`config.mk`:
```
export PLATFORM = sky130hd
export DESIGN_NAME = carrier_gate
export DESIGN_NICKNAME = d
export VERILOG_FILES = /design/src/rtl/carrier_gate_pkg.sv /design/src/rtl/carrier_seg_detect.sv /design/src/rtl/carrier_osc.sv /design/src/rtl/carrier_out_stage.sv /design/src/rtl/carrier_gate.sv
export SDC_FILE = /design/constraint.sdc
export NUM_CORES = 1
export LEC_CHECK = 0
export BUFFER_PORTS_ARGS = -buffer_cell sky130_fd_sc_hd__buf_2
export CORE_MARGIN = 2
export CORE_UTILIZATION = 50
export DETAILED_ROUTE_END_ITERATION = 6
export PLACE_DENSITY = 0.79
export SYNTH_ARGS = -nofsm -noshare
export SYNTH_HDL_FRONTEND = slang
export SYNTH_SLANG_ARGS = --single-unit
```
`constraint.sdc`:
```
create_clock -name clk -period 4.4 [get_ports clk]
set_clock_uncertainty 0.2 [all_clocks]
set_input_delay 0.66 -clock clk [delete_from_list [all_inputs] [get_ports clk]]
set_output_delay 0.66 -clock clk [all_outputs]
set_load 0.005 [all_outputs]
```
`src/rtl/carrier_gate_pkg.sv`:
```
package carrier_gate_pkg;

   // Carrier phase encoding: high phase drives the carrier active level.
   typedef enum logic {
      PH_LOW  = 1'b0,
      PH_HIGH = 1'b1
   } car_phase_e;

   // Next-cycle pin state.
   typedef struct packed {
      logic drive;
      logic level;
   } pin_s;

endpackage

```
`src/rtl/carrier_seg_detect.sv`:
```
module carrier_seg_detect (
   input  logic clk,
   input  logic rst_n,
   input  logic tx_busy,
   input  logic car_en,
   input  logic car_on_low,
   input  logic base_lvl,
   output logic seg_on,
   output logic seg_start
);

   logic seg_q;

   // Carrier is wanted on the baseband level opposite to car_on_low.
   assign seg_on    = tx_busy & car_en & (base_lvl ^ car_on_low);
   assign seg_start = seg_on & ~seg_q;

   always_ff @(posedge clk or negedge rst_n) begin
      if (!rst_n) seg_q <= 1'b0;
      else        seg_q <= seg_on;
   end

endmodule

```
`src/rtl/carrier_osc.sv`:
```
module carrier_osc
   import carrier_gate_pkg::*;
#(
   parameter int CW = 16
) (
   input  logic          clk,
   input  logic          rst_n,
   input  logic          seg_on,
   input  logic          seg_start,
   input  logic [CW-1:0] hi_cnt,
   input  logic [CW-1:0] lo_cnt,
   output logic          car_lvl
);

   localparam logic [CW-1:0] ONE = CW'(1);

   car_phase_e    ph_q, ph_cur, ph_nxt;
   logic [CW-1:0] cnt_q, cnt_cur, cnt_nxt;
   logic [CW-1:0] eff_hi, eff_lo, len;

   // Zero counts are clamped to a single cycle so the carrier never stalls.
   assign eff_hi = (hi_cnt == '0) ? ONE : hi_cnt;
   assign eff_lo = (lo_cnt == '0) ? ONE : lo_cnt;

   always_comb begin
      ph_cur  = seg_start ? PH_HIGH : ph_q;
      cnt_cur = seg_start ? '0 : cnt_q;
      len     = (ph_cur == PH_HIGH) ? eff_hi : eff_lo;
      if (cnt_cur >= len - ONE) begin
         ph_nxt  = (ph_cur == PH_HIGH) ? PH_LOW : PH_HIGH;
         cnt_nxt = '0;
      end else begin
         ph_nxt  = ph_cur;
         cnt_nxt = cnt_cur + ONE;
      end
   end

   assign car_lvl = (ph_cur == PH_HIGH);

   always_ff @(posedge clk or negedge rst_n) begin
      if (!rst_n) begin
         ph_q  <= PH_HIGH;
         cnt_q <= '0;
      end else if (seg_on) begin
         ph_q  <= ph_nxt;
         cnt_q <= cnt_nxt;
      end
   end

endmodule

```
`src/rtl/carrier_out_stage.sv`:
```
module carrier_out_stage
   import carrier_gate_pkg::*;
(
   input  logic clk,
   input  logic rst_n,
   input  logic tx_busy,
   input  logic car_en,
   input  logic base_lvl,
   input  logic seg_on,
   input  logic car_lvl,
   input  logic idle_lvl,
   input  logic idle_oe,
   output logic mod_out,
   output logic mod_oe
);

   pin_s pin_nxt, pin_q;

   always_comb begin
      if (!tx_busy) begin
         pin_nxt.drive = idle_oe;
         pin_nxt.level = idle_lvl;
      end else begin
         pin_nxt.drive = 1'b1;
         if (!car_en)     pin_nxt.level = base_lvl;
         else if (seg_on) pin_nxt.level = car_lvl;
         else             pin_nxt.level = 1'b0;
      end
   end

   always_ff @(posedge clk or negedge rst_n) begin
      if (!rst_n) pin_q <= '0;
      else        pin_q <= pin_nxt;
   end

   assign mod_out = pin_q.level;
   assign mod_oe  = pin_q.drive;

endmodule

```
`src/rtl/carrier_gate.sv`:
```
module carrier_gate #(
   parameter int CW = 16
) (
   input  logic          clk,
   input  logic          rst_n,
   input  logic          tx_busy,
   input  logic          base_lvl,
   input  logic          car_en,
   input  logic          car_on_low,
   input  logic [CW-1:0] hi_cnt,
   input  logic [CW-1:0] lo_cnt,
   input  logic          idle_lvl,
   input  logic          idle_oe,
   output logic          mod_out,
   output logic          mod_oe
);

   generate
      if (CW < 2 || CW > 32) begin : g_bad_cw
         $error("carrier_gate: CW must lie in 2..32");
      end
   endgenerate

   logic seg_on, seg_start, car_lvl;

   carrier_seg_detect u_seg (
      .clk       (clk),
      .rst_n     (rst_n),
      .tx_busy   (tx_busy),
      .car_en    (car_en),
      .car_on_low(car_on_low),
      .base_lvl  (base_lvl),
      .seg_on    (seg_on),
      .seg_start (seg_start)
   );

   carrier_osc #(.CW(CW)) u_osc (
      .clk      (clk),
      .rst_n    (rst_n),
      .seg_on   (seg_on),
      .seg_start(seg_start),
      .hi_cnt   (hi_cnt),
      .lo_cnt   (lo_cnt),
      .car_lvl  (car_lvl)
   );

   carrier_out_stage u_out (
      .clk     (clk),
      .rst_n   (rst_n),
      .tx_busy (tx_busy),
      .car_en  (car_en),
      .base_lvl(base_lvl),
      .seg_on  (seg_on),
      .car_lvl (car_lvl),
      .idle_lvl(idle_lvl),
      .idle_oe (idle_oe),
      .mod_out (mod_out),
      .mod_oe  (mod_oe)
   );

endmodule

```
==> run_results.csv, run 1 <==
group,metric,value,unit
power_and_ir_drop,p_leak,1.289,nW
routing,vias,2499,
timing,fmax,224.4,MHz
placement,io_buffers,41,
routing,wl_per_cell,15.27,µm
timing,min_period,4.456,ns
floorplan,io_pins,42,
layout,mostFrequentLayoutCells,"39 x buf_2, 37 x buf_4, 29 x nand2_1",
placement,hpwl,4981,µm
synthesis,syn_area,0.002303,mm²
power_and_ir_drop,power_density,201.7,mW/mm²
layout,layout_commonest_cell,"buf_2",
clock_tree,cts_tree,"yes",
global_routing,grt_max_degree,30,
clock_tree,max-clock-path-buffers,2,
worst_setup_path,crit_path_max_fanout,7,
clock_tree,ctsRootBufferMaster,"clkbuf_8",
worst_setup_path,worstSetupEndpointType,"flop",
floorplan,die_h,71.88,µm
timing,worst_slew_pin_slew,0.4824,ns
global_routing,grt_pass1_wl,10810,µm
global_routing,grt_use_total,0.2570,
synthesis,postSynthCellCount,289,
layout,nFillCells,360,
placement,finalWeightedCongestion,0.8411,
layout,layout-drive-gt1-share,0.3011,
flow_run,drv_cap,0,
clock_tree,cts.clk_slew.worst_paths,0.08,ns
synthesis,synth_fp_nets,347,
routing,remaining_drc_errors,0,
timing,maxSlewViolCount,0,
run_status,violations,"negative setup slack",
floorplan,start_util,0.5254,
routing,routed_wl,6321,µm
layout,design_area,0.002963,mm²
worst_setup_path,critPathKind,"input port to flop",
synthesis,ys_types,52,
placement,dp.cells,409,
global_routing,antenna_found_initial,0,
floorplan,fp.dieW,71.88,µm
timing,hold_viol_final,0,
power_and_ir_drop,irDropWorstVdd,0.0002840,V
timing,fin_crit_sh,1.013,
clock_tree,numClockSinks,20,
global_routing,grt.overflow.total,0,
synthesis,synth_flop_cell,"dfrtp_1",
worst_setup_path,crit_path_start_kind,"input port",
worst_setup_path,rrSetupSlack,0.08,ns
timing,setup_viol,10,
synthesis,syn_area_per_cell,7.970,µm²
power_and_ir_drop,total_power,0.5977,mW
routing,dr.pass1.iters,4,
clock_tree,cts_buffers,3,
layout,diodes,0,
layout,nets,421,
worst_setup_path,worstReg2RegStart,"u_seg.seg_q$_DFF_PN0_",
routing,drt_iter0_drc,125,
layout,area_growth_syn_to_layout,28.63,%
clock_tree,insertion_delay,0.26,ns
worst_setup_path,rr_worst_depth,17,
floorplan,rows,24,
timing,rsz0062_at_grt,"yes",
floorplan,die_area,0.005166,mm²
routing,viasPerCell,6.036,
global_routing,grt_pass1_vias,2372,
clock_tree,cts_hold_buf,0,
placement,placed_area,0.002856,mm²
worst_setup_path,cp.arrival,4.45,ns
worst_setup_path,cp.required,4.39,ns
timing,relSlewSlack,0.6754,
layout,stdcell_count,414,
synthesis,async_flop_share,1.000,
clock_tree,htree_levels,1,
synthesis,synth-seq-cells,20,
worst_setup_path,timing.rr.end,"u_osc.cnt_q[5]$_DFFE_PN0P_",
timing,whs,0.1420,ns
synthesis,synth.yosys.seq_area_share,0.2178,
timing,fin_ws,-0.05597,ns
run_status,status,"finished, violations left",
floorplan,core_area,0.004384,mm²
worst_hold_path,hold_path_class,"input port to asynchronous set/reset pin",
synthesis,yosysWarnings,0,
routing,ant_nets,0,
synthesis,synth-edff-count,0,
==> worst max path at each step <==
| stage | to | startpoint | slack (ns) | depth (start not counted) |
|---|---|---|---|---|
| 2_1_floorplan | u_osc.cnt_q[0]$_DFFE_PN0P_ | tx_busy | -0.22 | 18 |
| 3_3_place_gp | u_osc.cnt_q[6]$_DFFE_PN0P_ | car_on_low | -0.10 | 17 |
| 3_5_place_dp | u_osc.cnt_q[5]$_DFFE_PN0P_ | car_on_low | -0.26 | 18 |
| 4_1_cts | u_osc.cnt_q[5]$_DFFE_PN0P_ | car_on_low | -0.004 | 18 |
| 5_1_grt | u_osc.ph_q$_DFFE_PN1P_ | car_en | -0.27 | 18 |
| 6_report | u_osc.cnt_q[5]$_DFFE_PN0P_ | car_en | -0.06 | 18 |
==> layout make-up <==
type | count | area, µm² | area share
Clock buffer | 4 | 45.04 | 0.01520
Inverter | 12 | 45.04 | 0.01520
Multi-Input combinational cell | 247 | 1799 | 0.6073
Sequential cell | 20 | 501.7 | 0.1693
Tap cell | 52 | 65.06 | 0.02196
Timing Repair Buffer | 79 | 506.7 | 0.1710
==> critical path, stage by stage <==
cell      delay [ns]
buf_6           0.09
and3b_2         0.23
a21oi_4         0.24
mux2i_1         0.25
ha_2            0.20
or4b_4          0.44
mux2_4          0.29
nand2b_4        0.16
nand3b_1        0.17
xnor2_1         0.15
ha_1            0.19
a21o_1          0.16
a21o_1          0.18
a221o_1         0.35
a31oi_4         0.30
buf_4           0.21
a22oi_1         0.07
o21ai_1         0.09
==> cell families (layout without fill, tap and decap cells) <==
logic type	Yosys count	in the layout	share of synthesized area
simple gates	131	131	0.3145
compound gates	58	58	0.1619
buf+inv	22	95	0.04237
xor+xnor	21	21	0.07985
flops	20	20	0.2178
mux	19	19	0.08582
fa+ha+maj	18	18	0.09777
==> layer usage <==
| metal | share of wire | track usage | vias to the layer above |
|---|---|---|---|
| met2 | 0.48 | 0.4290 | 88 |
| met5 | 0 | 0 | - |
| met1 | 0.45 | 0.3559 | 1182 |
| met4 | 0.022 | 0.08386 | 0 |
| met3 | 0.050 | 0.01547 | 15 |
| li1 | - | - | 1214 |
==> per-stage QoR <==
step	utilization	TNS, ns	worst slack [ns]
floorplan	-	-3.222	-0.2181
global placement	0.6515	-0.9387	-0.1007
detailed placement	0.6515	-3.298	-0.2587
CTS	0.6618	-0.004210	-0.004210
global route	0.6758	-3.534	-0.2698
finish	0.6758	-0.2989	-0.05597
==> registers in the layout (all words and copies together), names as in the netlist <==
| name | count |
|---|---|
| u_seg.seg_q | 1 |
| u_out.mod_oe | 1 |
| u_osc.ph_q | 1 |
| u_osc.cnt_q | 16 |
| u_out.mod_out | 1 |
==> power breakdown <==
group | switching [mW] | internal (mW)
combinational | 0.128 | 0.108
sequential | 0.0291 | 0.204
clock | 0.0638 | 0.0646
==> cells in the mapped netlist (5+ instances only) <==
| master | n | area share |
|---|---|---|
| nand3b_1 | 5 | 0.016 |
| nand3_1 | 11 | 0.024 |
| mux2i_1 | 15 | 0.065 |
| inv_1 | 12 | 0.020 |
| clkbuf_1 | 5 | 0.0081 |
| nor2_1 | 17 | 0.028 |
| nor4_1 | 12 | 0.033 |
| o21ai_0 | 15 | 0.033 |
| nor3_1 | 13 | 0.028 |
| nand2_1 | 30 | 0.049 |
| o211ai_1 | 5 | 0.016 |
| ha_1 | 18 | 0.098 |
| a21oi_1 | 13 | 0.028 |
| nand4_1 | 7 | 0.019 |
| dfrtp_1 | 19 | 0.21 |
| and2_1 | 12 | 0.033 |
| xor2_1 | 10 | 0.038 |
| xnor2_1 | 11 | 0.042 |
==> what timing repair did <==
action                                  CTS  global route
setup buffers                             0             1
cloned                                    0             0
pin swaps                                 0            13
endpoints found under the setup margin    1            17
resized for setup                         0            12
(Power assumes the default switching activity.)
==> run 2: changes to the inputs <==
- PLACE_DENSITY: 0.79 -> 0.76
- clock period: 4.4 -> 5.6 ns (I/O delays scaled with it)
==> run 2 against run 1 <==
Net effect: the run now ends clean; total power fell by 24%; clock power decreased by 12%; critical path depth down 1; register-to-register slack better by 0.86 ns; largest cell class unchanged; largest power group is now registers.
==> run_results.csv, run 2 (synthesized netlist as in run 1, its figures left out) <==
group,metric,value,unit
routing,viasPerCell,5.901,
worst_setup_path,critPathSlowestCell,"or4b_2",
layout,regMostFlops,"u_osc.cnt_q",
placement,placed_area,0.002577,mm²
timing,hold_viol_final,0,
global_routing,grt_pass1_vias,2049,
timing,setup_viol,0,
clock_tree,max-clock-path-buffers,2,
timing,tns,0,ns
worst_setup_path,crit_path_start_kind,"input port",
routing,routed_wl,5588,µm
timing,whs,0.3196,ns
placement,finalWeightedCongestion,0.8500,
worst_hold_path,hold_path_class,"input port to asynchronous set/reset pin",
layout,area_growth_syn_to_layout,14.29,%
placement,io_buffers,41,
layout,nFillCells,420,
clock_tree,cts_hold_buf,0,
global_routing,grt_use_total,0.2226,
worst_setup_path,critPathKind,"input port to flop",
clock_tree,cts_setup_buffers,0,
worst_setup_path,cp_cell_sequence,"buf_2 -> xor2_1 -> a21oi_4 -> o31ai_1 -> ha_1 -> or4b_2 -> mux2_2 -> nand2b_1 -> nand3b_1 -> xnor2_1 -> ha_1 -> and4_1 -> a221o_1 -> a31oi_2 -> buf_4 -> a31oi_1 -> o21ai_0",
worst_setup_path,slowest_delay,0.59,ns
layout,layout_commonest_cell,"buf_2",
worst_setup_path,rr_worst_depth,16,
clock_tree,insertion_delay,0.26,ns
floorplan,rows,24,
floorplan,io_pins,42,
worst_setup_path,cp.required,5.59,ns
floorplan,fp.dieW,71.88,µm
worst_setup_path,crit_path_max_fanout,15,
power_and_ir_drop,irDropWorstVdd,0.0001508,V
worst_setup_path,worstReg2RegStart,"u_seg.seg_q$_DFF_PN0_",
run_status,status,"finished, final reports clean",
layout,layout-drive-gt1-share,0.2000,
floorplan,die_area,0.005166,mm²
placement,hpwl,4498,µm
clock_tree,cts_resized,0,
timing,fmax,199.1,MHz
layout,design_area,0.002633,mm²
clock_tree,htree_levels,1,
routing,ant_nets,0,
timing,worst_slew_pin_slew,0.5927,ns
global_routing,antenna_found_initial,0,
layout,largest_register_ffs,16,
timing,fin_crit_sh,0.8971,
routing,dr.pass1.iters,4,
routing,vias,2254,
floorplan,die_h,71.88,µm
global_routing,grt_pass1_wl,9321,µm
floorplan,start_util,0.5254,
power_and_ir_drop,p_leak,1.105,nW
timing,rsz0062_at_grt,"no",
floorplan,core_area,0.004384,mm²
global_routing,grt_max_degree,30,
worst_setup_path,cp_common_cell,"ha_1",
clock_tree,cts_tree,"yes",
placement,dp.cells,378,
routing,remaining_drc_errors,0,
timing,min_period,5.024,ns
worst_setup_path,cp.arrival,5.02,ns
worst_setup_path,rrSetupSlack,0.94,ns
power_and_ir_drop,power_density,172.3,mW/mm²
clock_tree,cts.clk_slew.worst_paths,0.08,ns
global_routing,grt.overflow.total,0,
flow_run,drv_cap,0,
clock_tree,ctsRootBufferMaster,"clkbuf_8",
worst_setup_path,timing.rr.end,"u_osc.cnt_q[15]$_DFFE_PN0P_",
layout,stdcell_count,382,
layout,mostFrequentLayoutCells,"41 x buf_2, 30 x nand2_1, 19 x dfrtp_1",
routing,drt_iter0_drc,147,
clock_tree,numClockSinks,20,
layout,diodes,0,
layout,nets,389,
routing,wl_per_cell,14.63,µm
timing,relSlewSlack,0.6012,
clock_tree,cts_buffers,3,
worst_setup_path,worstSetupEndpointType,"flop",
timing,maxSlewViolCount,0,
-- run 2: cell types whose count changed in the layout (fill, tap and decap cells not counted), moves of 2 or more --
cell / before / now
nor2_1: 15 / 17
o31ai_1: 0 / 2
buf_2: 39 / 41
buf_4: 37 / 6
o21ai_2: 2 / 0
o21ai_0: 10 / 15
buf_6: 3 / 0
o21ai_1: 7 / 4
-- run 2: layout make-up --
type | count | area (µm²) | area share
clock buffer | 4 | 55.05 | 0.02091
multi-input combinational | 247 | 1715 | 0.6516
inverter | 12 | 45.04 | 0.01711
tap | 52 | 65.06 | 0.02471
timing repair buffer | 47 | 250.2 | 0.09506
sequential | 20 | 501.7 | 0.1906
-- run 2: through the flow --
step	total power [mW]	utilization	worst slack, ns
after floorplan	0.2852	-	0.3749
after global placement	0.3373	0.5879	0.4516
after detailed placement	0.3432	0.5879	0.2911
after CTS	0.4576	0.6005	0.5611
after global routing	0.4887	0.6005	0.1876
final	0.4535	0.6005	0.5762
-- run 2: worst max-delay path by stage --
stage / start / to / slack (ns) / cells after the start
2_1_floorplan: car_en / u_osc.cnt_q[0]$_DFFE_PN0P_ / 0.37 / 18
3_3_place_gp: car_on_low / u_osc.cnt_q[15]$_DFFE_PN0P_ / 0.45 / 17
3_5_place_dp: base_lvl / u_osc.cnt_q[15]$_DFFE_PN0P_ / 0.29 / 17
4_1_cts: base_lvl / u_osc.cnt_q[15]$_DFFE_PN0P_ / 0.56 / 17
5_1_grt: base_lvl / u_osc.cnt_q[15]$_DFFE_PN0P_ / 0.19 / 17
6_report: base_lvl / u_osc.cnt_q[15]$_DFFE_PN0P_ / 0.58 / 17
-- run 2: routing by layer --
metal	vias up	part of all wire	track usage
met2	58	0.48	0.3652
li1	1149	-	-
met3	2	0.051	0.03235
met4	0	0.0021	0.02516
met1	1045	0.47	0.3203
met5	-	0	0
-- run 2: worst max-delay path: cells and delay by family --
family	cells	cell delay (ns)
AND/OR/NAND/NOR	4	1.18
AO/OA/AOI/OAI	6	1.23
buffers and inverters	2	0.37
adder cells (fa/ha/maj)	2	0.59
multiplexers	1	0.31
XOR/XNOR	2	0.48
-- run 2: where the power goes --
group | switching (mW) | leakage [nW] | internal, mW
sequential | 0.0217 | 0.262 | 0.160
clock | 0.0502 | 0.0288 | 0.0627
combinational | 0.0897 | 0.814 | 0.0690
total | 0.162 | 1.11 | 0.292
